### src/rtl/hz_pkg.sv
package hz_pkg;

  typedef enum logic [1:0] {
    IC_NONE  = 2'b00,
    IC_ALU   = 2'b01,
    IC_LOAD  = 2'b10,
    IC_STORE = 2'b11
  } iclass_e;

  localparam int OPS = 2;

  // Class produces a register result at the end of stage 4.
  function automatic logic fn_writes(iclass_e c);
    return (c == IC_ALU) || (c == IC_LOAD);
  endfunction

  // Class consumes source operand number op (0 = first, 1 = second).
  function automatic logic fn_reads(iclass_e c, int op);
    if (op == 0) return c != IC_NONE;
    return (c == IC_ALU) || (c == IC_STORE);
  endfunction

  // Class needs the stage-3 address adder.
  function automatic logic fn_is_mem(iclass_e c);
    return (c == IC_LOAD) || (c == IC_STORE);
  endfunction

endpackage

### src/rtl/hz_fwd_lane.sv
module hz_fwd_lane
  import hz_pkg::*;
#(
  parameter int RIDX_W = 5,
  parameter int OP     = 0
) (
  input  iclass_e             cons_cls,
  input  logic [RIDX_W-1:0]   cons_src,
  input  iclass_e             prod_cls,
  input  logic [RIDX_W-1:0]   prod_rd,
  output logic                take_wb
);
  logic cons_reads;
  logic prod_writes;
  logic src_nonzero;
  logic same_reg;

  assign cons_reads  = fn_reads(cons_cls, OP);
  assign prod_writes = fn_writes(prod_cls);
  assign src_nonzero = |cons_src;
  assign same_reg    = (cons_src == prod_rd);
  assign take_wb     = cons_reads && prod_writes && src_nonzero && same_reg;
endmodule

### src/rtl/hz_fwd_stage.sv
module hz_fwd_stage
  import hz_pkg::*;
#(
  parameter int RIDX_W = 5,
  parameter int NOPS   = OPS
) (
  input  iclass_e                        cons_cls,
  input  logic [NOPS-1:0][RIDX_W-1:0]    cons_src,
  input  iclass_e                        prod_cls,
  input  logic [RIDX_W-1:0]              prod_rd,
  output logic [NOPS-1:0]                sel
);
  for (genvar g = 0; g < NOPS; g++) begin : g_lane
    hz_fwd_lane #(.RIDX_W(RIDX_W), .OP(g)) lane_i (
      .cons_cls (cons_cls),
      .cons_src (cons_src[g]),
      .prod_cls (prod_cls),
      .prod_rd  (prod_rd),
      .take_wb  (sel[g])
    );
  end
endmodule

### src/rtl/hz_interlock.sv
module hz_interlock
  import hz_pkg::*;
#(
  parameter int RIDX_W = 5
) (
  input  iclass_e            id_cls,
  input  logic [RIDX_W-1:0]  id_base,
  input  iclass_e            ex_cls,
  input  logic [RIDX_W-1:0]  ex_rd,
  output logic               hold,
  output logic               bubble
);
  logic needs_addr;
  logic ex_produces;
  logic base_conflict;

  assign needs_addr    = fn_is_mem(id_cls) && (|id_base);
  assign ex_produces   = fn_writes(ex_cls);
  assign base_conflict = needs_addr && ex_produces && (id_base == ex_rd);
  assign hold          = base_conflict;
  assign bubble        = base_conflict;
endmodule

### src/rtl/hz_late_alu_top.sv
module hz_late_alu_top
  import hz_pkg::*;
#(
  parameter int RIDX_W = 5
) (
  input  logic [1:0]         id_cls_i,
  input  logic [RIDX_W-1:0]  id_rs1_i,
  input  logic [1:0]         ex_cls_i,
  input  logic [RIDX_W-1:0]  ex_rd_i,
  input  logic [RIDX_W-1:0]  ex_rs1_i,
  input  logic [RIDX_W-1:0]  ex_rs2_i,
  input  logic [1:0]         mem_cls_i,
  input  logic [RIDX_W-1:0]  mem_rs1_i,
  input  logic [RIDX_W-1:0]  mem_rs2_i,
  input  logic [1:0]         wb_cls_i,
  input  logic [RIDX_W-1:0]  wb_rd_i,
  output logic [1:0]         ex_fwd_o,
  output logic [1:0]         mem_fwd_o,
  output logic               hold_front_o,
  output logic               bubble_ex_o
);
  iclass_e id_cls, ex_cls, mem_cls, wb_cls;
  logic [OPS-1:0][RIDX_W-1:0] ex_src, mem_src;

  assign id_cls  = iclass_e'(id_cls_i);
  assign ex_cls  = iclass_e'(ex_cls_i);
  assign mem_cls = iclass_e'(mem_cls_i);
  assign wb_cls  = iclass_e'(wb_cls_i);

  assign ex_src[0]  = ex_rs1_i;
  assign ex_src[1]  = ex_rs2_i;
  assign mem_src[0] = mem_rs1_i;
  assign mem_src[1] = mem_rs2_i;

  // Stage 3: address adder and pass-through operands, producer in stage 5.
  hz_fwd_stage #(.RIDX_W(RIDX_W), .NOPS(OPS)) ex_fwd_i (
    .cons_cls (ex_cls),
    .cons_src (ex_src),
    .prod_cls (wb_cls),
    .prod_rd  (wb_rd_i),
    .sel      (ex_fwd_o)
  );

  // Stage 4: ALU operands and store data, producer in stage 5.
  hz_fwd_stage #(.RIDX_W(RIDX_W), .NOPS(OPS)) mem_fwd_i (
    .cons_cls (mem_cls),
    .cons_src (mem_src),
    .prod_cls (wb_cls),
    .prod_rd  (wb_rd_i),
    .sel      (mem_fwd_o)
  );

  hz_interlock #(.RIDX_W(RIDX_W)) lock_i (
    .id_cls  (id_cls),
    .id_base (id_rs1_i),
    .ex_cls  (ex_cls),
    .ex_rd   (ex_rd_i),
    .hold    (hold_front_o),
    .bubble  (bubble_ex_o)
  );
endmodule

### config.mk
export PLATFORM = sky130hd
export DESIGN_NAME = hz_late_alu_top
export DESIGN_NICKNAME = d
export VERILOG_FILES = /design/src/rtl/hz_pkg.sv /design/src/rtl/hz_fwd_lane.sv /design/src/rtl/hz_fwd_stage.sv /design/src/rtl/hz_interlock.sv /design/src/rtl/hz_late_alu_top.sv
export SDC_FILE = /design/constraint.sdc
export NUM_CORES = 1
export LEC_CHECK = 0
export ABC_AREA = 1
export CAP_MARGIN = 20
export CORE_MARGIN = 10
export CORE_UTILIZATION = 38
export DETAILED_ROUTE_END_ITERATION = 6
export PLACE_DENSITY = 0.89
export SYNTH_ARGS = -nofsm -noshare
export SYNTH_HDL_FRONTEND = slang
export SYNTH_SLANG_ARGS = --single-unit
export TNS_END_PERCENT = 100
### constraint.sdc
create_clock -name vclk -period 2.23
set_input_delay 0.446 -clock vclk [all_inputs]
set_output_delay 0.446 -clock vclk [all_outputs]
set_load 0.01 [all_outputs]
==> key figures, run 1 <==
Run status
  • Outcome: finished clean

Worst setup path
  • Critical path launch point: wb_rd_i[3]
  • Worst Setup EP: ex_fwd_o[1]
  • Worst setup EP type: primary output
  • Critical Path AT: 1.68 ns
  • Max incr delay on CP: 0.45 ns
  • Crit-path max FO: 3
  • WP data required: 1.78 ns
  • Critical path class: input port to primary output
  • Crit path cell chain: clkdlybuf4s50_1 -> buf_4 -> nand2_1 -> nand2_1 -> nor2_1 -> nand3_1 -> nor2_1 -> dlygate4sd2_1
  • Critical Path Slowest Stage Cell: clkdlybuf4s50_1
  • Critical Path Start Type: input port

Job
  • Max-Cap Viols: 0

STA
  • Slew HR: 0.870
  • Final period demand of the worst path: 2.13 ns
  • Slew Viols, Final: 0
  • Final hold violation count: 0
  • Fin crit share: 0.954
  • Final setup violation count: 0
  • Worst hold margin: 1.43 ns
  • RSZ-0062 raised after global routing: false
  • Slew @ Worst Pin: 0.195 ns
  • Fmax: 0.470 GHz

Yosys
  • Post-Synth Adder-Cell Area: 0.0586
  • Largest family of logic cells by synthesized area: simple AND/OR/NAND/NOR gates
  • Simple-gate portion of the synthesized area: 0.613
  • Seq/Total Area, Yosys: 0
  • Post-synth design cell area: 641 µm²
  • Xor and xnor area share after synthesis: 0.0410
  • Mux cell area share after synthesis: 0
  • Yosys warns: 0
  • Post-synth cell types: 13
  • Synth Area in Compound Gates: 0.0469
  • Mean Syn Cell Area: 4.33 µm²
  • Post-synth net total: 194
  • Cells after synthesis: 148

Power
  • VDD IR max: 0.0000889 V
  • Leakage power figure: 0.720 nW
  • Pwr/cell area: 159 mW/mm²

Layout
  • Area growth syn-to-layout: 83.6%
  • Share of cells above drive strength 1: 0.114
  • Util after Layout: 0.754
  • Sequential cell count: 0
  • Clkbuf count: 0
  • Final net count: 250
  • Sequential cell area: 0 µm²
  • Finished Cell Area: 0.00118 mm²
  • N_diodes: 0

CTS
  • Postcts setup bufs: 0

Routing
  • Detailed Routing Iterations Pass 1: 4
  • Final ANT Viol Nets: 0
  • WL final: 2460 µm
  • Drt wl/cell: 11.3 µm
  • Residual DRC: 0
  • Vias per inst: 4.71
  • DR iter-0 viols: 21
  • Vias: 1,027

Floorplan
  • Ports: 49
  • Chip Width: 61.1 µm
  • Initial Util: 0.411
  • Die ar.: 0.00373 mm²
  • Floorplan row count: 14
  • Die span in y: 61.1 µm
  • Core ar.: 0.00156 mm²

Global route
  • Vias in the first global route: 1,048
  • Largest net degree at the start of global routing: 5
  • First-pass GRT wire length: 4330 µm
  • Initial antenna violation count: 0
  • All-Layer GR Usage: 0.140
  • Grt total ovfl: 0

Placed design
  • I/O Buffers: 48
  • Placed cell areas: 0.00119 mm²
  • DP HPWL: 2250 µm
  • Routability cong.: 0.801

Worst hold path
  • HP Class: input port to primary output
## critical path: cells and delay by family
kind / cells / cell delay (ns)
buffers and inverters: 3 / 0.89
and+or+nand+nor: 5 / 0.35
## power by group
part	switching, mW	internal, mW
Sequential	0	0
Clock	0	0
Combinational	0.0779	0.109
Total	0.0779	0.109
## per-stage QoR
step | worst slack (ns) | std cells | power [mW] | TNS, ns
floorplan | 0.480 | 148 | 0.0720 | 0
global placement | -0.348 | 218 | 0.183 | -1.59
detailed placement | -0.462 | 218 | 0.189 | -1.95
CTS | 0.00211 | 218 | 0.188 | 0
global route | 0.000578 | 218 | 0.211 | 0
finish | 0.103 | 218 | 0.187 | 0
## placed cells by master (no fill, tap or decap), types with 3 or more instances in the layout
master,n
buf_4,11
clkbuf_2,3
clkdlybuf4s50_1,37
dlygate4sd2_1,4
dlymetal6s2s_1,3
ha_1,3
inv_1,26
inv_2,5
nand2_1,60
nand3_1,9
nor2_1,26
o21ai_0,3
xnor2_1,3
## layer usage
layer | part of all wire | global-route usage | up-vias
met5 | 0 | 0 | -
met4 | 0 | 0 | 0
met3 | 0.088 | 0.0309 | 0
met2 | 0.50 | 0.274 | 42
met1 | 0.42 | 0.157 | 444
li1 | - | - | 541
## repair_timing
item | in CTS | in global routing
pin swaps | 3 | 0
gates resized for setup | 12 | 11
hold buffers | 0 | 0
setup endpoints to repair | 6 | 5
## cells by family after synthesis
| family | count (synthesis) |
|---|---|
| fa+ha+maj | 3 |
| xor+xnor | 3 |
| compound gates | 6 |
| buf+inv | 36 |
| simple gates | 100 |
## final cells by class
cell class / instances / area [µm²]
fill: 142 / 383
inverter: 31 / 116
multi-input combinational: 112 / 494
timing repair buffer: 59 / 546
tap: 16 / 20.0
## synth_stat cells
library cell  count  share of area
a21oi_1           2          0.016
buf_4             5          0.059
ha_1              3          0.059
inv_1            26           0.15
inv_2             5          0.029
nand2_1          61           0.36
nand3_1           9          0.070
nand3b_1          1          0.012
nand4_1           1         0.0098
nor2_1           28           0.16
o21ai_0           3          0.023
o21ai_1           1         0.0078
xnor2_1           3          0.041
## worst min-delay path by stage
stage	from	to	slack, ns	cells after the start
3_3_place_gp	mem_rs1_i[4]	mem_fwd_o[0]	1.95	4
6_report	wb_rd_i[2]	ex_fwd_o[0]	1.43	7
4_1_cts	id_rs1_i[4]	hold_front_o	1.65	4
3_5_place_dp	mem_rs1_i[4]	mem_fwd_o[0]	1.95	4
2_1_floorplan	id_rs1_i[4]	bubble_ex_o	1.07	2
5_1_grt	wb_rd_i[0]	ex_fwd_o[0]	1.50	7
Note: power is estimated with default switching activity, not from simulation.
==> run 2, diff against run 1 <==
--- a/config.mk
+++ b/config.mk
@@ -7,10 +7,10 @@
 export LEC_CHECK = 0
 export ABC_AREA = 1
 export CAP_MARGIN = 20
-export CORE_MARGIN = 10
-export CORE_UTILIZATION = 38
+export CORE_MARGIN = 2
+export CORE_UTILIZATION = 30
 export DETAILED_ROUTE_END_ITERATION = 6
-export PLACE_DENSITY = 0.89
+export PLACE_DENSITY = 0.73
 export SYNTH_ARGS = -nofsm -noshare
 export SYNTH_HDL_FRONTEND = slang
 export SYNTH_SLANG_ARGS = --single-unit
==> key figures, run 2 (same netlist as run 1, synthesis figures left out) <==
Run status
  • Outcome: finished clean

Worst setup path
  • Critical Path Slowest Stage Cell: clkdlybuf4s50_1
  • Critical Path AT: 1.59 ns (-0.09 ns)
  • Worst setup EP type: primary output
  • Max incr delay on CP: 0.47 ns (+0.02 ns)
  • Critical path class: input port to primary output
  • Crit path cell chain: clkdlybuf4s50_1 -> buf_4 -> nand2_1 -> nand2_1 -> nor2_1 -> nand3_1 -> nor2_1 -> clkbuf_2
  • Family with the most delay on the worst path: buffers and inverters
  • WP data required: 1.78 ns (about the same)
  • Critical Path Start Type: input port
  • CP bufs+invs: 3 (unchanged)
  • Crit-path max FO: 4 (+1)

Layout
  • Share of cells above drive strength 1: 0.118 (+0.00437)
  • Area growth syn-to-layout: 85.2%
  • Commonest cells after routing, fill and taps aside: nand2_1, clkdlybuf4s50_1, nor2_1
  • Sequential cell area: 0 µm² (unchanged)
  • Sequential cell count: 0 (unchanged)
  • Most common cell after layout, fill and taps aside: nand2_1
  • N_diodes: 0 (unchanged)
  • Clkbuf count: 0 (unchanged)
  • Non-Filler Instances: 230 (+5.5%)
  • Finished Cell Area: 0.00119 mm² (+0.85%)
  • Final net count: 251 (+0.40%)

Routing
  • Detailed Routing Iterations Pass 1: 4 (unchanged)
  • WL final: 1990 µm (-19%)
  • Final ANT Viol Nets: 0 (unchanged)
  • Drt wl/cell: 8.65 µm (-23%)
  • Vias per inst: 4.18 (-11%)
  • Vias: 962 (-6.3%)
  • DR iter-0 viols: 18 (-14%)
  • Residual DRC: 0 (unchanged)

STA
  • RSZ-0062 raised after global routing: false
  • Fin crit share: 0.911 (-0.0430)
  • Final setup margin: 0.199 ns (+0.0959 ns)
  • Fmax: 0.492 GHz (+4.7%)
  • Fin Setup TNS: 0 ns (unchanged)
  • Final setup violation count: 0 (unchanged)
  • Slew HR: 0.888 (+0.0184)
  • Slew Viols, Final: 0 (unchanged)
  • Final period demand of the worst path: 2.03 ns (-0.0959 ns)
  • Final hold violation count: 0 (unchanged)
  • Slew @ Worst Pin: 0.168 ns (-0.0275 ns)
  • Worst hold margin: 1.45 ns (+0.0205 ns)

Worst hold path
  • Hold-critical path endpoint: ex_fwd_o[0]
  • HP Class: input port to primary output
  • Worst hold start: wb_rd_i[1]
  • Hold Crit Depth: 7 (unchanged)

Placed design
  • Pre-CTS setup slack: -0.411 ns (+0.0507 ns)
  • DP HPWL: 1760 µm (-22%)
  • I/O Buffers: 48 (unchanged)
  • Placed Cells: 230 (+5.5%)
  • Routability cong.: 0.775 (-3.1%)
  • Placed cell areas: 0.00121 mm² (+1.8%)

Power
  • VDD IR max: 0.0000743 V (-16%)
  • Pwr/cell area: 157 mW/mm² (-1.5%)
  • Leakage power figure: 0.718 nW (-0.24%)

Floorplan
  • Core ar.: 0.00198 mm² (+27%)
  • Die ar.: 0.00252 mm² (-32%)
  • Chip Width: 50.2 µm (-18%)
  • Floorplan row count: 16 (+2)
  • Ports: 49 (unchanged)
  • Initial Util: 0.323 (-0.0877)
  • Die span in y: 50.2 µm (-18%)

Global route
  • First-pass GRT wire length: 3450 µm (-20%)
  • Grt total ovfl: 0 (unchanged)
  • Largest net degree at the start of global routing: 5 (unchanged)
  • Initial antenna violation count: 0 (unchanged)
  • Vias in the first global route: 951 (-9.3%)
  • All-Layer GR Usage: 0.165 (+0.0251)

Job
  • Max-Cap Viols: 0 (unchanged)

CTS
  • CTS hold repair buffers: 0 (unchanged)
  • Postcts setup bufs: 0 (unchanged)
## run 2: layout make-up
class	instances	area [µm²]
Tap cell	27	33.8
Multi-Input combinational cell	112	489
Inverter	31	116
Fill cell	191	796
Timing Repair Buffer	60	547
## run 2: what timing repair did
action,4_1_cts,5_1_grt
resized for setup,16,10
pin swaps,0,3
setup endpoints to repair,6,6
## run 2: worst max path at each step
stage	start	to	slack, ns	cells after the start
2_1_floorplan	ex_cls_i[1]	hold_front_o	0.48	7
3_3_place_gp	ex_cls_i[1]	bubble_ex_o	-0.35	8
3_5_place_dp	ex_cls_i[1]	hold_front_o	-0.41	8
4_1_cts	ex_cls_i[1]	ex_fwd_o[1]	0.003	9
5_1_grt	wb_rd_i[3]	mem_fwd_o[0]	0.09	8
6_report	wb_rd_i[0]	mem_fwd_o[0]	0.20	8
## run 2: layer usage
layer / up-vias / share of wire / global-route usage
li1: 538 / - / -
met1: 387 / 0.41 / 0.176
met2: 37 / 0.50 / 0.349
met3: 0 / 0.086 / 0.0238
met4: 0 / 0 / 0
met5: - / 0 / 0
## run 2: where the power goes
part	switching [mW]	total (mW)	internal, mW	leakage, nW
clock network	0	0	0	0
logic	0.0759	0.186	0.110	0.718
registers	0	0	0	0
## run 2: metrics by stage
| step | total power, mW | utilization |
|---|---|---|
| floorplan | 0.0720 | - |
| global placement | 0.186 | 0.609 |
| detailed placement | 0.189 | 0.609 |
| CTS | 0.189 | 0.604 |
| global route | 0.210 | 0.598 |
| finish | 0.186 | 0.598 |
==> run 3, diff against run 2 <==
--- a/config.mk
+++ b/config.mk
@@ -11,6 +11,7 @@
 export CORE_UTILIZATION = 30
 export DETAILED_ROUTE_END_ITERATION = 6
 export PLACE_DENSITY = 0.73
+export SLEW_MARGIN = 5
 export SYNTH_ARGS = -nofsm -noshare
 export SYNTH_HDL_FRONTEND = slang
 export SYNTH_SLANG_ARGS = --single-unit
==> results of run 3 <==
Final layout, timing and power as in run 2 (identical DEF).
